## src/rtl/timer_bank_pkg.sv

```systemverilog
package timer_bank_pkg;
   // register index inside a channel window: addr[4:2]
   typedef enum logic [2:0] {
      REG_CFG    = 3'd0,
      REG_RELOAD = 3'd1,
      REG_COUNT  = 3'd2,
      REG_WRAPS  = 3'd3,
      REG_PEND   = 3'd4,
      REG_ACK    = 3'd5,
      REG_ENIRQ  = 3'd6,
      REG_NONE   = 3'd7
   } chan_reg_e;

   localparam int unsigned WIN_LSB  = 5;      // 0x20 stride
   localparam int unsigned CTRL_OFS = 0;
   localparam int unsigned REV_OFS  = 16;
endpackage

```

## src/rtl/timer_bank_decode.sv

```systemverilog
module timer_bank_decode
   import timer_bank_pkg::*;
#(
   parameter int unsigned NCH = 4,
   parameter int unsigned AW  = 8,
   localparam int unsigned CW = (NCH > 1) ? $clog2(NCH) : 1
) (
   input  logic [AW-1:0] addr,
   output logic          ctrl_hit,
   output logic          rev_hit,
   output logic          chan_hit,
   output logic [CW-1:0] chan_idx,
   output chan_reg_e     chan_reg
);
   localparam int unsigned WW = AW - WIN_LSB;

   logic [WW-1:0] win;
   logic          aligned;

   assign win      = addr[AW-1:WIN_LSB];
   assign aligned  = (addr[1:0] == 2'b00);
   assign chan_reg = chan_reg_e'(addr[4:2]);
   assign chan_idx = CW'(win - WW'(1));

   assign ctrl_hit = (win == '0) && (addr[WIN_LSB-1:0] == WIN_LSB'(CTRL_OFS));
   assign rev_hit  = (win == '0) && (addr[WIN_LSB-1:0] == WIN_LSB'(REV_OFS));
   assign chan_hit = aligned && (win != '0) && (int'(win) <= int'(NCH))
                     && (chan_reg != REG_NONE);
endmodule

```

## src/rtl/timer_bank_channel.sv

```systemverilog
module timer_bank_channel #(
   parameter int unsigned DW = 32
) (
   input  logic          clk,
   input  logic          rst_n,
   input  logic          gen_en,
   input  logic          wr_cfg,
   input  logic          wr_reload,
   input  logic          wr_ack,
   input  logic          wr_enirq,
   input  logic          rd_wraps,
   input  logic [DW-1:0] wdata,
   output logic          run_sw,
   output logic [DW-1:0] reload,
   output logic [DW-1:0] snap,
   output logic [DW-1:0] wraps,
   output logic          pend,
   output logic          enirq
);
   logic [DW-1:0] cnt_q;
   logic          run, load, wrap;

   assign run  = gen_en && run_sw;
   assign load = wr_cfg && wdata[0] && !run_sw;
   assign wrap = run && (cnt_q == '0);

   always_ff @(posedge clk or negedge rst_n) begin
      if (!rst_n) begin
         run_sw <= 1'b0;
         reload <= '0;
         snap   <= '0;
         wraps  <= '0;
         pend   <= 1'b0;
         enirq  <= 1'b0;
         cnt_q  <= '0;
      end else begin
         if (wr_cfg)    run_sw <= wdata[0];
         if (wr_reload) reload <= wdata;
         if (wr_enirq)  enirq  <= wdata[0];
         if (rd_wraps)  snap   <= cnt_q;
         if (load) begin
            cnt_q <= reload;
            wraps <= '0;
         end else if (run) begin
            if (cnt_q == '0) begin
               cnt_q <= reload;
               wraps <= wraps + DW'(1);
            end else begin
               cnt_q <= cnt_q - DW'(1);
            end
         end
         if (wrap)                     pend <= 1'b1;
         else if (wr_ack && wdata[0])  pend <= 1'b0;
      end
   end

   assert_hold_idle_R2: assert property (@(posedge clk) disable iff (!rst_n)
      (!run && !load) |=> ($stable(cnt_q) && $stable(wraps)));
   assert_enable_load_R3: assert property (@(posedge clk) disable iff (!rst_n)
      load |=> (cnt_q == $past(reload) && wraps == '0 && run_sw));
   assert_decrement_R4: assert property (@(posedge clk) disable iff (!rst_n)
      (run && cnt_q != '0 && !load) |=> (cnt_q == $past(cnt_q) - DW'(1)));
   assert_wrap_reload_R4: assert property (@(posedge clk) disable iff (!rst_n)
      (wrap && !load) |=> (cnt_q == $past(reload) && wraps == $past(wraps) + DW'(1)));
   assert_snapshot_R5: assert property (@(posedge clk) disable iff (!rst_n)
      rd_wraps |=> (snap == $past(cnt_q)));
   assert_wrap_wins_R6: assert property (@(posedge clk) disable iff (!rst_n)
      wrap |=> pend);
   assert_ack_clears_R6: assert property (@(posedge clk) disable iff (!rst_n)
      (wr_ack && wdata[0] && !wrap) |=> !pend);
endmodule

```

## src/rtl/timer_bank.sv

```systemverilog
module timer_bank
   import timer_bank_pkg::*;
#(
   parameter int unsigned NCH    = 4,
   parameter int unsigned DW     = 32,
   parameter int unsigned AW     = 8,
   parameter logic [31:0] REV_ID = 32'h0001_0203
) (
   input  logic          clk,
   input  logic          rst_n,
   input  logic          bus_sel,
   input  logic          bus_wr,
   input  logic [AW-1:0] bus_addr,
   input  logic [DW-1:0] bus_wdata,
   output logic [DW-1:0] bus_rdata,
   output logic          irq
);
   localparam int unsigned CW = (NCH > 1) ? $clog2(NCH) : 1;

   if (NCH < 1 || NCH + 1 > (1 << (AW - WIN_LSB))) begin : g_bad_nch
      $error("timer_bank: NCH does not fit the address space");
   end
   if (AW < 8) begin : g_bad_aw
      $error("timer_bank: AW must be at least 8");
   end
   if (DW < 2 || DW > 32) begin : g_bad_dw
      $error("timer_bank: DW must be 2..32");
   end

   logic          ctrl_hit, rev_hit, chan_hit;
   logic [CW-1:0] chan_idx;
   chan_reg_e     chan_reg;
   logic          gen_q;
   logic          wr_op, rd_op;

   logic [NCH-1:0] run_v, pend_v, enirq_v;
   logic [DW-1:0]  reload_a [NCH];
   logic [DW-1:0]  snap_a   [NCH];
   logic [DW-1:0]  wraps_a  [NCH];

   assign wr_op = bus_sel && bus_wr;
   assign rd_op = bus_sel && !bus_wr;

   timer_bank_decode #(.NCH(NCH), .AW(AW)) u_dec (
      .addr(bus_addr), .ctrl_hit(ctrl_hit), .rev_hit(rev_hit),
      .chan_hit(chan_hit), .chan_idx(chan_idx), .chan_reg(chan_reg)
   );

   always_ff @(posedge clk or negedge rst_n) begin
      if (!rst_n)                 gen_q <= 1'b0;
      else if (wr_op && ctrl_hit) gen_q <= bus_wdata[0];
   end

   for (genvar i = 0; i < NCH; i++) begin : g_ch
      logic sel;
      assign sel = chan_hit && (chan_idx == CW'(i));
      timer_bank_channel #(.DW(DW)) u_ch (
         .clk(clk), .rst_n(rst_n), .gen_en(gen_q),
         .wr_cfg   (wr_op && sel && chan_reg == REG_CFG),
         .wr_reload(wr_op && sel && chan_reg == REG_RELOAD),
         .wr_ack   (wr_op && sel && chan_reg == REG_ACK),
         .wr_enirq (wr_op && sel && chan_reg == REG_ENIRQ),
         .rd_wraps (rd_op && sel && chan_reg == REG_WRAPS),
         .wdata(bus_wdata),
         .run_sw(run_v[i]), .reload(reload_a[i]), .snap(snap_a[i]),
         .wraps(wraps_a[i]), .pend(pend_v[i]), .enirq(enirq_v[i])
      );
   end

   always_comb begin
      bus_rdata = '0;
      if (ctrl_hit) bus_rdata = DW'(gen_q);
      if (rev_hit)  bus_rdata = DW'(REV_ID);
      for (int i = 0; i < NCH; i++) begin
         if (chan_hit && chan_idx == CW'(i)) begin
            case (chan_reg)
               REG_CFG:    bus_rdata = DW'(run_v[i]);
               REG_RELOAD: bus_rdata = reload_a[i];
               REG_COUNT:  bus_rdata = snap_a[i];
               REG_WRAPS:  bus_rdata = wraps_a[i];
               REG_PEND:   bus_rdata = DW'(pend_v[i]);
               REG_ENIRQ:  bus_rdata = DW'(enirq_v[i]);
               default:    bus_rdata = '0;
            endcase
         end
      end
   end

   assign irq = |(pend_v & enirq_v);

   assert_unmapped_zero_R8: assert property (@(posedge clk) disable iff (!rst_n)
      (rd_op && !ctrl_hit && !rev_hit && !chan_hit) |-> (bus_rdata == '0));
   assert_rev_fixed_R8: assert property (@(posedge clk) disable iff (!rst_n)
      (rd_op && rev_hit) |-> (bus_rdata == DW'(REV_ID)));
   assert_irq_needs_enable_R7: assert property (@(posedge clk) disable iff (!rst_n)
      irq |-> (enirq_v != '0 && pend_v != '0));
   assert_stopped_no_wrap_R2: assert property (@(posedge clk) disable iff (!rst_n)
      (!gen_q && !(wr_op && chan_hit && chan_reg == REG_CFG)) |=> $stable(wraps_a[0]));
endmodule

```

## config.mk

```make
export PLATFORM = sky130hd
export DESIGN_NAME = timer_bank
export DESIGN_NICKNAME = d
export VERILOG_FILES = /design/src/rtl/timer_bank_pkg.sv /design/src/rtl/timer_bank_decode.sv /design/src/rtl/timer_bank_channel.sv /design/src/rtl/timer_bank.sv
export SDC_FILE = /design/constraint.sdc
export NUM_CORES = 1
export LEC_CHECK = 0
export BUFFER_PORTS_ARGS = -buffer_cell sky130_fd_sc_hd__buf_2
export CELL_PAD_IN_SITES_DETAIL_PLACEMENT = 1
export CELL_PAD_IN_SITES_GLOBAL_PLACEMENT = 1
export CORE_AREA = 2 2 239 241
export CTS_BUF_LIST = sky130_fd_sc_hd__clkbuf_4 sky130_fd_sc_hd__clkbuf_8 sky130_fd_sc_hd__clkbuf_16
export CTS_CLUSTER_DIAMETER = 40
export CTS_CLUSTER_SIZE = 14
export DETAILED_ROUTE_END_ITERATION = 10
export DIE_AREA = 0 0 241 243
export GPL_TIMING_DRIVEN = 0
export PLACE_DENSITY = 0.9
export SLEW_MARGIN = 20
export SYNTH_ARGS = -nofsm -noshare
export SYNTH_HDL_FRONTEND = slang
export SYNTH_SLANG_ARGS = --single-unit
export TNS_END_PERCENT = 30
```

## constraint.sdc

```tcl
create_clock -name clk -period 3.3 [get_ports clk]
set_input_delay 0.165 -clock clk [delete_from_list [all_inputs] [get_ports clk]]
set_output_delay 0.165 -clock clk [all_outputs]
set_load 0.02 [all_outputs]
```

# Word level (Yosys, flattened, before mapping)
# Cells that the tools add are included.
# W data, S select, Z words.
word_totals:
  reg_bits: 525
  latchBits: 0
  ramBits: 0
  rom_bits: 0
  in_bits: 44
  elab_cells: 185
  n_memories: 0
classes:
  n_addsub: 9
  n_mul: 0
  n_div: 0
  order_cmp: 1
  eq_ne: 11
  n_shift: 0
  n_mux: 42
  bitwise_logic: 1
  n_reduce_logical: 92
op_table:
  columns: ["op", "n"]
  rows:
  - ["$mux W32", 29]
  - ["$pmux W32 S6", 4]
  - ["$add A32 B1 Y32 const B", 4]
  - ["$logic_not A32 Y1", 4]
  - ["$sub A32 B1 Y32 const B", 4]
  - ["$logic_and A1 B1 Y1", 60]
  - ["$reduce_bool A2 Y1", 12]
  - ["$eq A3 B3 Y1 const B", 3]
  - ["$mux W1", 9]
  - ["$reduce_and A2 Y1", 4]
  - ["$eq A3 B2 Y1 const B", 2]
  - ["$logic_not A3 Y1", 2]
  - ["$eq A5 B5 Y1 const B", 1]
  - ["$logic_not A1 Y1", 5]
  - ["$logic_not A5 Y1", 1]
  - ["$and A4 B4 Y4", 1]
  - ["$eq A2 B2 Y1 const B", 2]
  - ["$logic_not A2 Y1", 2]
  - ["$reduce_or A4 Y1", 1]
  - ["$eq A3 B1 Y1 const B", 1]
  - ["$le A3 B3 Y1 const B", 1]
  - ["$ne A3 B3 Y1 const B", 1]
  - ["$reduce_bool A3 Y1", 1]
  - ["$eq A2 B1 Y1 const B", 1]
  - ["$sub A2 B1 Y2 const B", 1]

# Longest topological paths before layout
# Gate-level depths: netlist of the first run.
depth:
  depth_word: 11
  depth_mapped: 11

# By module
# A second synthesis of the first run with hierarchy kept.
hier_totals:
  cells_unflattened: 2859
  hier_area_um2: 28878.9
modules_own_cells:
  columns: ["mod", "instances", "cells_per_inst", "area_each_um2", "seq_area_each_um2"]
  rows:
  - ["timer_bank_channel (g_ch[1].u_ch ...)", 3, 577, 6168.4, 3278.1]
  - ["timer_bank_channel (g_ch[0].u_ch)", 1, 577, 6206.0, 3278.1]
  - ["timer_bank", 1, 536, 4068.9, 25.0]
  - ["timer_bank_decode", 1, 15, 98.8, 0.0]

# Worst setup path after synthesis of the first run
# Ideal clock, no wire load.
synth_timing:
  kind: "register to register"
  start: "register g_ch[3].u_ch.cnt_q[27]"
  end: "register g_ch[3].u_ch.wraps[22]"
  setup_ns: 0.135
  arrival_time_ns: 2.692
  required_time_ns: 3.165
  setup_slack_ns: 0.472
  stages_incl_launch_ff: 10
  period_less_slack_ns: 2.828
  cell_sequence: "dfrtp_1 > or4_4 > or4_4 > or4_1 > buf_2 > buf_6 > buf_2 > nor3_2 > xnor2_1 > nor2_1"
synth_via:
  elab_chain_cells: 3
synth_rtl:
  columns: ["element", "line", "text"]
  rows:
  - ["from (decl)", "timer_bank_channel.sv:20", "logic [DW-1:0] cnt_q;"]
  - ["from (signal assigned)", "timer_bank_channel.sv:42", "cnt_q <= reload;"]
  - ["from (signal assigned)", "timer_bank_channel.sv:46", "cnt_q <= reload;"]
  - ["from (signal assigned)", "timer_bank_channel.sv:49", "cnt_q <= cnt_q - DW'(1);"]
  - ["$logic_not A32 Y1", "timer_bank_channel.sv:45", "if (cnt_q == '0) begin"]
  - ["$reduce_bool A2 Y1 (no line)", null, null]
  - ["$reduce_and A2 Y1 (no line)", null, null]
  - ["to (signal assigned)", "timer_bank_channel.sv:47", "wraps <= wraps + DW'(1);"]
  - ["to (decl)", "timer_bank_channel.sv:16", "output logic [DW-1:0] wraps,"]
# Every way passes these cells.
# A chain may end at the register's enable or synchronous reset.

# Worst setup path in the final report of the first run
layout_timing:
  start: "input bus_addr[2]"
  end: "output bus_rdata[11]"
layout_via:
  elab_chain_cells: 7
  elab_cells_between_ends: 20
  cone_classes: "eq/ne (6); mux (8); reduce/logical (6)"
layout_rtl:
  columns: ["element", "line", "text"]
  rows:
  - ["from (decl)", "timer_bank.sv:13", "input logic [AW-1:0] bus_addr,"]
  - ["branches (longest 6 deep; another with $pmux W32 S6)", null, null]
  - ["$mux W32 *", "timer_bank.sv:75", "if (chan_hit && chan_idx == CW'(i)) begin"]
  - ["to (decl)", "timer_bank.sv:15", "output logic [DW-1:0] bus_rdata,"]
# Mark *: on every way between the ends.

==> results.tsv, run 1 <==
stage	metric	value	unit
synth	synth.area.top_cells	dfrtp_1 (47%), mux2_2 (12%), a21oi_1 (5.2%)	
synth	synth_area	0.0277	mm^2
synth	syn_inst	2826	
route	wl_met1	47.5	mm
layout	fin_nets	3090	
setup_path	endpoint_kind	output pin	
sta	setup_ws	-0.124	ns
power_and_ir_drop	max-vdd-ir-drop	0.451	mV
sta	timing.hold.ws	0.0359	ns
cts	numCtsBuffers	93	
global_route	grt_max_degree	97	
layout	area_delta_synth_final	19.8	%
sta	finalClockSkew	0.0359	ns
sta	hold_violations	0	
layout	seq_area	0.0131	mm^2
status	outcome	finished with violations	
synth	synth_edf_count	0	
floorplanning	die_w	241	um
route	drc	0	
route	wl_met3	17.0	mm
placement	dp_hpwl	91.8	mm
synth	synth_nets	2882	
setup_path	worstPathRequired	3.13	ns
sta	slew_viol_final	0	
global_route	overflow	0	
route	ant_nets	0	
status	violations	setup timing	
synth	synth_flop_cell	dfrtp_1	
route	drt_iter0_drc	3562	
power_and_ir_drop	powerDensity	573	mW/mm^2
sta	fmax	292	MHz
cts	clock_sinks	525	
cts	clk_path_buf_depth	3	
global_route	antenna_found_initial	12	
sta	max_slew_margin	0.306	
cts	cts_tree	built	
layout	multiInputGateArea	0.0140	mm^2
synth	synth.avg_cell_area	9.80	um^2
global_route	grt_pass1_vias	28100	
sta	rsz0062_at_grt	true	
sta	finalCritPeriodShare	1.04	
synth	synth-seq-cells	525	
route	viasPerCell	7.05	
setup_path	critPathLaunchType	primary input	
setup_path	crit_fanout	11	
synth	synth_cell_types	72	
sta	fin_crit	3.42	ns
setup_path	crit_type	primary input to output pin	
synth	yosysWarnings	0	
setup_path	critPathArrivalTime	3.26	ns
sta	finalSetupViolCount	14	
cts	clock_tree.root_cell	clkbuf_16	
global_route	grt_usage	0.458	
flow_run	max_cap_viol_count	0	
floorplanning	initial_core_util	0.495	
cts	insertion_delay	0.69	ns
cts	clk_transition_reported_paths	0.06	ns
power_and_ir_drop	p_total	19000	uW
sta	tightest_slew	1.04	ns
power_and_ir_drop	power.leakage	0.0142	uW
route	first_pass_iters	7	
layout	nFillCells	6121	
synth	ys_seq_area_frac	0.475	
placement	io_buffers	75	
route	highest_layer	met5	
layout	final_common_cell	dfrtp_1	
cts	htree_levels	3	
floorplanning	num_rows	87	
synth	yosys.area.top_type	dfrtp_1	
floorplanning	core-area	0.0560	mm^2
route	wl_per_cell	34.5	um
route	num_vias	27400	
synth	synth_async_sr_flop_share	1.00	
floorplanning	die_height	243	um
placement	gp_congestion	1.08	
worst_hold_path	hold_path_class	primary input to flip-flop	
floorplanning	die-area	0.0586	mm^2
layout	drive_gt1_frac	0.215	
floorplanning	ioPinCount	77	
route	wirelength	134	mm
global_route	grt_pass1_wl	194	mm
route	wl_met2	57.7	mm
layout	layout_common_cells	dfrtp_1 (525), mux2_2 (285), a21oi_1 (277)	
synth	netlist.area_leader.share	0.475	
-- sequential cells by signal, indices dropped and copies added (netlist names) --
| register | cells |
|---|---|
| g_ch.u_ch.cnt_q | 128 |
| g_ch.u_ch.pend | 4 |
| g_ch.u_ch.wraps | 128 |
| g_ch.u_ch.enirq | 4 |
| g_ch.u_ch.run_sw | 4 |
| g_ch.u_ch.reload | 128 |
| gen_q | 1 |
| g_ch.u_ch.snap | 128 |
-- cell usage after synthesis, types with 12 or more instances --
| cell | n |
|---|---|
| or3_1 | 46 |
| a211oi_1 | 28 |
| a22oi_1 | 130 |
| buf_1 | 21 |
| nor3_1 | 73 |
| mux2_2 | 285 |
| nand3_1 | 106 |
| and3_1 | 18 |
| dfrtp_1 | 525 |
| nor4_1 | 66 |
| or4_1 | 29 |
| and2_1 | 14 |
| xor2_1 | 63 |
| ha_1 | 12 |
| inv_1 | 38 |
| o31ai_1 | 12 |
| nor2_1 | 272 |
| o211ai_1 | 14 |
| a21oi_1 | 286 |
| nand4_1 | 70 |
| o21ai_0 | 103 |
| nand2_1 | 186 |
| xnor2_1 | 104 |
| mux2i_1 | 12 |
| clkbuf_1 | 157 |
-- worst paths after layout --
kind | startpoint | to | slack [ns] | depth (start not counted)
setup / recovery | bus_addr[2] | bus_rdata[11] | -0.12 | 10
hold / removal | bus_wdata[8] | g_ch[3].u_ch.reload[8] | 0.04 | 2
setup reg to reg | g_ch[3].u_ch.cnt_q[25] | g_ch[3].u_ch.cnt_q[12] | -0.03 | 7
hold reg to reg | g_ch[3].u_ch.snap[2] | g_ch[3].u_ch.snap[2] | 0.51 | 1
max in group asynchronous | rst_n | g_ch[1].u_ch.snap[28] | 1.82 | 5
min in group asynchronous | rst_n | g_ch[3].u_ch.wraps[6] | 0.11 | 3
-- layout make-up --
class	instances	share of cell area
Clock inverter	63	0.0232
Inverter	38	0.00430
Timing Repair Buffer	116	0.0261
Clock buffer	111	0.0759
Buffer	179	0.0236
Multi-Input combinational cell	2081	0.421
Tap cell	756	0.0285
Sequential cell	525	0.396
Antenna cell	17	0.00128
-- worst max-delay path, cell delays in order --
cell	delay, ns
buf_2	0.32
nor2b_4	0.37
nor2b_1	0.31
clkbuf_4	0.33
buf_2	0.36
a21oi_1	0.15
a21oi_1	0.43
nand3_1	0.29
a21oi_1	0.30
buf_2	0.22
-- kinds of logic (layout without fill, tap and decap cells) --
| logic type | after synthesis | in the layout | share of synthesized area |
|---|---|---|---|
| flops | 525 | 525 | 0.475 |
| mux | 297 | 297 | 0.120 |
| compound gates | 644 | 644 | 0.143 |
| other cells | 0 | 17 | 0 |
| xor+xnor | 167 | 167 | 0.0528 |
| simple gates | 961 | 961 | 0.174 |
| buf+inv | 220 | 507 | 0.0302 |
| fa+ha+maj | 12 | 12 | 0.00542 |
-- per-stage QoR --
| step | TNS [ns] | setup WS [ns] | instance area, um^2 | cells | util |
|---|---|---|---|---|---|
| 2_1_floorplan | 0 | 0.472 | 27700 | 2826 | - |
| 3_3_place_gp | -4673.99 | -8.67 | 29000 | 3657 | 0.518 |
| 3_5_place_dp | -95.64 | -1.14 | 29200 | 3667 | 0.523 |
| 4_1_cts | -0.0634 | -0.0478 | 32900 | 3866 | 0.588 |
| 5_1_grt | -1.76 | -0.138 | 33100 | 3869 | 0.592 |
| 6_report | -0.561 | -0.124 | 33200 | 3886 | 0.593 |
-- repair_timing --
item,in CTS,in global routing
buffers inserted,3,4
endpoints found under the setup margin,162,167
pin swaps,1,5
hold buffers,23,1
hold endpoints to repair,250,2
resized for setup,52,64
-- layer usage --
layer / up-vias / global-route usage
met5: - / 0.0118
met1: 13900 / 0.552
met4: 6 / 0.324
met3: 669 / 0.181
met2: 2017 / 0.663
li1: 10800 / -
-- where the power goes --
group / internal [uW] / switching, uW / leakage (uW)
sequential: 6610 / 281 / 0.00653
combinational: 528 / 1330 / 0.00611
clock: 6400 / 3860 / 0.00160
Note: power is estimated with default switching activity, not from simulation.
==> inputs of run 2 (changes only) <==
--- a/config.mk
+++ b/config.mk
@@ -14,8 +14,8 @@
 export CTS_CLUSTER_SIZE = 14
 export DETAILED_ROUTE_END_ITERATION = 10
 export DIE_AREA = 0 0 241 243
-export GPL_TIMING_DRIVEN = 0
 export PLACE_DENSITY = 0.9
+export RECOVER_POWER = 100
 export SLEW_MARGIN = 20
 export SYNTH_ARGS = -nofsm -noshare
 export SYNTH_HDL_FRONTEND = slang
==> results.tsv, run 2 (synthesis gave the netlist of run 1 again) <==
stage	metric	value	unit
floorplanning	core-area	0.0560	mm^2
layout	fin_util	0.596	
route	drc	0	
placement	placed_area	0.0297	mm^2
global_route	antenna_found_initial	29	
cts	numCtsBuffers	96	
sta	fin_crit	3.38	ns
setup_path	crit_fanout	44	
sta	rsz0062_at_grt	false	
worst_hold_path	hold_path_class	primary input to flip-flop	
layout	seq_area	0.0131	mm^2
floorplanning	die_w	241	um
floorplanning	num_rows	87	
placement	gp_congestion	0.957	
route	drt_iter0_drc	3780	
setup_path	critPathLaunchType	primary input	
layout	final_area	0.0334	mm^2
layout	nFillCells	6048	
layout	multiInputGateArea	0.0138	mm^2
status	violations	capacitance limit, slew limit, setup timing	
cts	insertion_delay	0.69	ns
global_route	grt_usage	0.438	
power_and_ir_drop	powerDensity	598	mW/mm^2
power_and_ir_drop	power.leakage	0.0144	uW
layout	drive_gt1_frac	0.213	
cts	clock_tree.root_cell	clkbuf_16	
setup_path	endpoint_kind	output pin	
placement	io_buffers	76	
sta	hold_violations	0	
sta	tightest_slew	2.59	ns
floorplanning	ioPinCount	77	
cts	clk_transition_reported_paths	0.05	ns
global_route	grt_pass1_vias	28700	
sta	fmax	296	MHz
route	viasPerCell	7.21	
status	outcome	finished with violations	
layout	fin_nets	3032	
sta	max_slew_margin	-0.727	
sta	finalCritPeriodShare	1.03	
route	wl_per_cell	33.4	um
flow_run	max_cap_viol_count	1	
power_and_ir_drop	max-vdd-ir-drop	0.426	mV
sta	finalClockSkew	0.0613	ns
sta	setup_ws	-0.0834	ns
global_route	grt_max_degree	84	
setup_path	crit_type	primary input to output pin	
global_route	overflow	0	
route	first_pass_iters	8	
floorplanning	initial_core_util	0.495	
cts	post_cts_buffers	0	
layout	area_delta_synth_final	20.5	%
sta	finalSetupViolCount	3	
cts	cts_tree	built	
floorplanning	die_height	243	um
route	wirelength	128	mm
setup_path	critPathArrivalTime	3.22	ns
route	num_vias	27600	
layout	layout_common_cells	dfrtp_1 (525), a21oi_1 (286), nor2_1 (264)	
placement	dp_hpwl	80.4	mm
global_route	grt_pass1_wl	190	mm
cts	htree_levels	3	
cts	clock_sinks	525	
sta	slew_viol_final	73	
layout	final_common_cell	dfrtp_1	
floorplanning	die-area	0.0586	mm^2
route	ant_nets	0	
cts	clk_path_buf_depth	3	
setup_path	worstPathRequired	3.13	ns
-- run 2: changes by cell type in the layout (fill, tap and decap cells not counted), moves of 9 or more --
cell	previous run	this run
clkbuf_1	118	35
buf_4	8	83
buf_2	88	51
mux2_1	0	25
mux2_2	285	260
clkbuf_2	36	18
buf_12	0	15
a21oi_1	277	286
-- run 2: timing repair --
item                                   CTS  global route
gates resized for setup                  1             6
setup endpoints to repair               25            18
endpoints found under the hold margin  173             0
hold buffers                            30             0
-- run 2: stage by stage --
step	worst slack [ns]	setup TNS [ns]	power, uW	hold WS, ns	cells
final	-0.0834	-0.134	20000	0.0553	3833
after global routing	0.00498	0	20300	0.0306	3816
after CTS	0.00553	0	19700	0.0163	3813
after detailed placement	0.00798	0	8670	0.251	3602
after global placement	0.168	0	8570	0.231	3602
after floorplan	0.472	0	7770	-0.131	2826
-- run 2: worst paths after layout --
kind	start	to	slack, ns	cells after the start
setup / recovery	bus_addr[2]	bus_rdata[24]	-0.08	10
hold / removal	bus_wdata[19]	g_ch[0].u_ch.reload[19]	0.06	2
setup reg to reg	g_ch[3].u_ch.cnt_q[25]	g_ch[3].u_ch.wraps[16]	0.04	7
hold reg to reg	g_ch[2].u_ch.snap[20]	g_ch[2].u_ch.snap[20]	0.51	1
max in group asynchronous	rst_n	g_ch[2].u_ch.cnt_q[18]	0.49	3
min in group asynchronous	rst_n	g_ch[3].u_ch.snap[10]	0.87	2
-- run 2: final cells by class --
| type | instances | share of cell area |
|---|---|---|
| diodes | 18 | 0.00135 |
| clock buffers | 114 | 0.0788 |
| repair buffers | 234 | 0.0517 |
| inverters | 38 | 0.00427 |
| well taps | 756 | 0.0283 |
| clock inverters | 67 | 0.0282 |
| multi-input cells | 2081 | 0.414 |
| flip-flops and latches | 525 | 0.394 |
-- run 2: worst max-delay path, stage by stage --
cell	delay (ns)
buf_2	0.27
buf_4	0.28
nor3b_2	0.50
buf_12	0.35
buf_4	0.35
a21oi_1	0.11
a22oi_1	0.46
a22oi_1	0.15
nor2_1	0.28
buf_2	0.23
-- run 2: per-layer routing --
metal / vias up / global-route usage / wire length (um)
met5: - / 0 / 229
met4: 22 / 0.318 / 11500
met3: 832 / 0.160 / 16100
met2: 2282 / 0.649 / 55900
met1: 13800 / 0.524 / 44300
li1: 10700 / - / -
-- run 2: report_power, final --
| group | switching (uW) | internal (uW) | total (uW) |
|---|---|---|---|
| sequential | 265 | 6610 | 6880 |
| combinational | 1390 | 563 | 1950 |
| clock | 4020 | 7110 | 11100 |
